===== src/rtl/bkz_pkg.sv =====
package bkz_pkg;
    typedef enum logic [1:0] {
        ZONE_SEC_ONLY = 2'd0,
        ZONE_NS_READ  = 2'd1,
        ZONE_OPEN     = 2'd2
    } zone_e;

    localparam int unsigned ADDR_W      = 10;
    localparam logic [9:0]  OFF_SECCFG  = 10'h020;
    localparam logic [9:0]  OFF_PRIVCFG = 10'h024;
    localparam logic [9:0]  OFF_HWCFG   = 10'h3F0;
    localparam logic [9:0]  OFF_BANK    = 10'h100;

    localparam logic [31:0] SECCFG_MASK  = 32'h80FF_00FF;
    localparam logic [31:0] PRIVCFG_MASK = 32'hE000_0000;

    localparam int unsigned SEC_PROT_BIT  = 31;
    localparam int unsigned PRIV_RW_BIT   = 29;
    localparam int unsigned PRIV_WR_BIT   = 30;
    localparam int unsigned PRIV_CTRL_BIT = 31;
endpackage


===== src/rtl/bkz_zone_map.sv =====
module bkz_zone_map #(
    parameter int unsigned NUM_REGS = 32
) (
    input  logic [7:0]      idx,
    input  logic [7:0]      z1_end,
    input  logic [7:0]      z2_end,
    output bkz_pkg::zone_e  zone
);
    localparam logic [7:0] CNT = NUM_REGS[7:0];

    logic [7:0] z1_c;
    logic [7:0] z2_c;

    always_comb begin
        z1_c = (z1_end > CNT) ? CNT : z1_end;
        z2_c = (z2_end > CNT) ? CNT : z2_end;
        if (idx >= z2_c) begin
            zone = bkz_pkg::ZONE_OPEN;
        end else if (idx < z1_c) begin
            zone = bkz_pkg::ZONE_SEC_ONLY;
        end else begin
            zone = bkz_pkg::ZONE_NS_READ;
        end
    end
endmodule


===== src/rtl/bkz_bank_policy.sv =====
module bkz_bank_policy (
    input  bkz_pkg::zone_e zone,
    input  logic           is_write,
    input  logic           sec,
    input  logic           priv,
    input  logic           priv_rw_only,
    input  logic           priv_wr_only,
    output logic           allow
);
    logic zone_ok;
    logic priv_ok;

    always_comb begin
        unique case (zone)
            bkz_pkg::ZONE_SEC_ONLY: zone_ok = sec;
            bkz_pkg::ZONE_NS_READ:  zone_ok = sec || !is_write;
            default:                zone_ok = 1'b1;
        endcase
        priv_ok = priv || (!priv_rw_only && !(priv_wr_only && is_write));
        allow   = zone_ok && priv_ok;
    end
endmodule


===== src/rtl/bkz_regfile.sv =====
module bkz_regfile #(
    parameter int unsigned NUM_REGS        = 32,
    parameter bit          LEGACY_POLARITY = 1'b0
) (
    input  logic        clk,
    input  logic        rst_n,
    input  logic        req,
    input  logic        we,
    input  logic [9:0]  addr,
    input  logic [31:0] wdata,
    input  logic        sec,
    input  logic        priv,
    output logic [31:0] rdata,
    output logic        err
);
    import bkz_pkg::*;

    localparam int unsigned IDX_W = $clog2(NUM_REGS);
    localparam logic [7:0]  CNT   = NUM_REGS[7:0];

    typedef struct packed {
        logic [NUM_REGS-1:0][31:0] bank;
        logic [31:0]               seccfg;
        logic [31:0]               privcfg;
        logic [31:0]               rdata;
        logic                      err;
    } state_t;

    state_t st_d, st_q;

    logic [7:0]       idx_full;
    logic [IDX_W-1:0] bidx;
    logic             bank_hit;
    logic             bank_allow;
    logic             ctrl_sec_only;
    logic             ctrl_rd_ok;
    logic             cfg_wr_ok;
    zone_e            zone;

    assign idx_full = addr[9:2] - OFF_BANK[9:2];
    assign bidx     = idx_full[IDX_W-1:0];
    assign bank_hit = (addr >= OFF_BANK) && (addr[1:0] == 2'b00) && (idx_full < CNT);

    bkz_zone_map #(.NUM_REGS(NUM_REGS)) u_zone (
        .idx    (idx_full),
        .z1_end (st_q.seccfg[7:0]),
        .z2_end (st_q.seccfg[23:16]),
        .zone   (zone)
    );

    bkz_bank_policy u_policy (
        .zone         (zone),
        .is_write     (we),
        .sec          (sec),
        .priv         (priv),
        .priv_rw_only (st_q.privcfg[PRIV_RW_BIT]),
        .priv_wr_only (st_q.privcfg[PRIV_WR_BIT]),
        .allow        (bank_allow)
    );

    generate
        if (LEGACY_POLARITY) begin : g_inv_prot
            assign ctrl_sec_only = ~st_q.seccfg[SEC_PROT_BIT];
        end else begin : g_std_prot
            assign ctrl_sec_only = st_q.seccfg[SEC_PROT_BIT];
        end
    endgenerate

    assign ctrl_rd_ok = !(ctrl_sec_only && !sec) && !(st_q.privcfg[PRIV_CTRL_BIT] && !priv);
    assign cfg_wr_ok  = sec && priv;

    always_comb begin
        st_d       = st_q;
        st_d.rdata = '0;
        st_d.err   = 1'b0;
        if (req) begin
            if (bank_hit) begin
                if (!bank_allow) begin
                    st_d.err = 1'b1;
                end else if (we) begin
                    st_d.bank[bidx] = wdata;
                end else begin
                    st_d.rdata = st_q.bank[bidx];
                end
            end else if (addr == OFF_SECCFG || addr == OFF_PRIVCFG) begin
                if (we) begin
                    if (!cfg_wr_ok) begin
                        st_d.err = 1'b1;
                    end else if (addr == OFF_SECCFG) begin
                        st_d.seccfg = wdata & SECCFG_MASK;
                    end else begin
                        st_d.privcfg = wdata & PRIVCFG_MASK;
                    end
                end else if (!ctrl_rd_ok) begin
                    st_d.err = 1'b1;
                end else begin
                    st_d.rdata = (addr == OFF_SECCFG) ? st_q.seccfg : st_q.privcfg;
                end
            end else if (addr == OFF_HWCFG && !we) begin
                st_d.rdata = {24'd0, CNT};
            end else begin
                st_d.err = 1'b1;
            end
        end
    end

    always_ff @(posedge clk or negedge rst_n) begin
        if (!rst_n) begin
            st_q <= '0;
        end else begin
            st_q <= st_d;
        end
    end

    assign rdata = st_q.rdata;
    assign err   = st_q.err;


    refused_reads_zero_chk: assert property (@(posedge clk) disable iff (!rst_n)
        err |-> (rdata == 32'd0));


    refused_bank_untouched_chk: assert property (@(posedge clk) disable iff (!rst_n)
        err |-> $stable(st_q.bank));


    open_zone_read_ok_chk: assert property (@(posedge clk) disable iff (!rst_n)
        (req && !we && bank_hit && zone == ZONE_OPEN && !st_q.privcfg[PRIV_RW_BIT]) |=> !err);


    hwcfg_count_chk: assert property (@(posedge clk) disable iff (!rst_n)
        (req && !we && addr == OFF_HWCFG) |=> (rdata == {24'd0, CNT} && !err));


    cfg_write_guard_chk: assert property (@(posedge clk) disable iff (!rst_n)
        (req && we && !(sec && priv)) |=> ($stable(st_q.seccfg) && $stable(st_q.privcfg)));


    idle_quiet_chk: assert property (@(posedge clk) disable iff (!rst_n)
        !req |=> (!err && rdata == 32'd0));
endmodule


===== config.mk =====
export PLATFORM = sky130hd
export DESIGN_NAME = bkz_regfile
export DESIGN_NICKNAME = d
export VERILOG_FILES = /design/src/rtl/bkz_pkg.sv /design/src/rtl/bkz_zone_map.sv /design/src/rtl/bkz_bank_policy.sv /design/src/rtl/bkz_regfile.sv
export SDC_FILE = /design/constraint.sdc
export NUM_CORES = 2
export LEC_CHECK = 0
export ABC_AREA = 1
export ABC_CLOCK_PERIOD_IN_PS = 3700
export BUFFER_PORTS_ARGS = -buffer_cell sky130_fd_sc_hd__buf_2
export CAP_MARGIN = 20
export CELL_PAD_IN_SITES_DETAIL_PLACEMENT = 1
export CELL_PAD_IN_SITES_GLOBAL_PLACEMENT = 1
export CORE_MARGIN = 1.5
export CORE_UTILIZATION = 40
export CTS_CLUSTER_DIAMETER = 60
export DETAILED_ROUTE_END_ITERATION = 6
export PLACE_DENSITY = 0.68
export SKIP_CTS_REPAIR_TIMING = 1
export SLEW_MARGIN = 20
export SYNTH_ARGS = -nofsm -noshare
export SYNTH_HDL_FRONTEND = slang
export SYNTH_SLANG_ARGS = --single-unit
export TNS_END_PERCENT = 10

===== constraint.sdc =====
create_clock -name clk -period 3.7 [get_ports clk]
set_input_delay 0.37 -clock clk [delete_from_list [all_inputs] [get_ports clk]]
set_output_delay 0.37 -clock clk [all_outputs]
set_load 0.1 [all_outputs]

==> reports/metrics.cfg <==
[timing]
setup_slack_ns = 0.142
setup_viol = 0
final.setup.tns_ns = 0
finalCriticalPeriod_ns = 3.56
fmax_ghz = 0.281
drv_slew = 0
rsz0062_at_grt = false
holdWs_ns = 0.0679
skew_ns = 0.0279
period_share_pct = 96.2
hold_viol = 0
max-slew-margin-rel_pct = 24.8
worstMarginPinSlew_ns = 1.13

[drt]
firstDrtPassIters = 5
wl_per_cell_um = 29.6
vias = 50800
viasPerCell = 6.43
wl_um = 234000
ant_nets = 0
drt_iter0_drc = 6107
route.detailed.drc = 0

[die]
num_io_pins = 81
die_y_um = 365
rows = 132
die_x_um = 365
coreArea_um2 = 130000
initial_core_util_pct = 40.4
die_area_um2 = 133000

[grt]
grt_pass1_wl_um = 349000
overflow = 0
grt_pass1_vias = 51500
grt.total_usage_pct = 34.9
grt_max_degree = 135
antenna_found_initial = 12

[critical_path]
worstPathArrival_ns = 4.22
worstSetupPathType = reg -> reg
worstPathRequired_ns = 4.36
crit_path_end_kind = flop
start_kind = flop
cp_max_fo = 15

[placement]
pre_cts_slack_ns = 0.274
gp_congestion = 0.869
dp_hpwl_um = 138000
io_buffer_count = 80

[yosys]
yosysMostFrequentCell = nand2_1
synth_area_leader_cell = dfrtp_1
yosysSeqAreaShare_pct = 51.4
synth-async-reset-ratio_pct = 100
synth_area_um2 = 52500
yosysWarningCount = 0
post_synth_num_cell_types = 51
synth-edff-count = 0
netlist_top_cells_area = dfrtp_1 (51%), nand2_1 (17%), nand4_1 (13%)
yosysTopAreaCellShare_pct = 51.4
synth-main-ff-cell = dfrtp_1
synth-seq-cells = 1077
synth_common_cells = nand2_1 (2385), dfrtp_1 (1077), nand4_1 (1055)
avgSynthCellArea_um2 = 8.41
synthCells = 6240

[pwr]
peakVddDrop_v = 0.000373
switching_share_pct = 26.4
p_leak_nw = 30.5
pwr_density_cell_nw_per_um2 = 454
p_comb_share_pct = 7.2
p_sw_mw = 7.18
p_clk_share_pct = 49.2
internal-power_mw = 20.0
pwr-share-seq_pct = 43.7
finalPower_mw = 27.2

[run]
cap_violations = 0

[cells_and_area]
drive_gt1_share_pct = 11.8
layout.nets = 6107
syn_to_final_growth_pct = 14.3

[hold_path]
hold_path_class = in -> reg

[cts]
clkLatencyLatePin_ns = 0.78
clk_path_buf_depth = 3
cts_num_sinks = 1077
clkTransAtPathRegs_ns = 0.06
cts_buffers = 134
cts_root_buffer = clkbuf_16
htree_num_levels = 4
cts_tree = built

[outcome]
outcome = finished clean

-- metal layers --
layer / global-route usage, % / vias up / wire (um) / share of wire [%]
li1: - / 21400 / - / -
met1: 48.3 / 26500 / 99200 / 42
met2: 52.6 / 2315 / 105000 / 45
met3: 6.06 / 554 / 18100 / 7.7
met4: 17.5 / 14 / 11900 / 5.1
met5: 0 / - / 93 / 0.040
-- cells in the final DEF, fill, tap and decap left out, types with 20 or more instances in the layout --
master	Yosys	routed
a21oi_1	118	118
a221oi_1	46	46
a22o_1	27	27
a22oi_1	364	364
buf_12	0	91
buf_2	291	79
buf_4	41	214
clkbuf_1	237	30
clkbuf_16	0	139
clkbuf_8	0	26
clkinv_2	0	20
dfrtp_1	1077	1077
inv_1	36	35
nand2_1	2385	2385
nand3_1	91	91
nand4_1	1055	1055
nand4_2	31	31
nor2_1	64	39
nor2_4	1	37
o21ai_0	45	44
-- flip-flops by register name (all words and copies together) (netlist names) --
signal         flops
st_q            1043
err                1
rdata             32
ctrl_sec_only      1
-- worst max-delay path, stage by stage, from the launching register on --
cell,delay [ns]
dfrtp_1,0.40
or2_2,0.30
o41ai_1,0.31
nand2_1,0.13
inv_1,0.13
nand2_1,0.07
ha_1,0.27
nand2_1,0.05
nor2_1,0.13
nand4_1,0.11
o2111ai_1,0.13
nor2_2,0.09
nand2_2,0.27
nand4_2,0.52
buf_12,0.37
nand2_1,0.07
nand2_1,0.06
-- stage by stage --
stage / cells / utilization, % / area [um^2]
floorplan: 6243 / - / 52500
global placement: 7645 / 42.8 / 55500
detailed placement: 7646 / 42.8 / 55600
CTS: 7888 / 46.2 / 60000
global route: 7889 / 46.2 / 60000
finish: 7892 / 46.2 / 60000
-- layout make-up --
| cell class | instances | area (um^2) |
|---|---|---|
| sequential | 1077 | 27000 |
| clock buffer | 195 | 3950 |
| timing repair buffer | 389 | 3900 |
| clock inverter | 47 | 472 |
| inverter | 52 | 210 |
| fill | 15100 | 69800 |
| antenna | 3 | 7.51 |
| tap | 1742 | 2180 |
| multi-input combinational | 4387 | 22300 |
-- logic make-up (layout without fill, tap and decap cells) --
group / count (synthesis) / in the layout / share of synthesized area (%)
AO/OA/AOI/OAI: 663 / 663 / 8.82
adder cells (fa/ha/maj): 18 / 18 / 0.429
buffers and inverters: 779 / 683 / 6.60
flip-flops: 1077 / 1077 / 51.4
multiplexers: 18 / 18 / 0.386
other: 1 / 7 / 0.00715
AND/OR/NAND/NOR: 3684 / 3684 / 32.4
-- worst paths after layout --
path	startpoint	endpoint	slack [ns]	depth (start not counted)
worst max-delay path	st_q[81]	st_q[681]	0.14	16
worst min register to register	st_q[789]	st_q[789]	0.48	2
max in group asynchronous	rst_n	st_q[861]	2.37	3
worst max register to register	st_q[81]	st_q[681]	0.14	16
worst min-delay path	priv	err	0.07	4
min in group asynchronous	rst_n	st_q[232]	0.24	2
-- power by group through the flow --
stage          Clock [mW]  Sequential, mW  Combinational (mW)
4_1_cts              13.5            11.9                1.90
6_report             13.4            11.9                1.95
3_3_place_gp            0            12.1                1.89
3_5_place_dp            0            12.1                1.90
5_1_grt              14.0            11.9                2.01
2_1_floorplan           0            12.1               0.807
(Power assumes the default switching activity.)
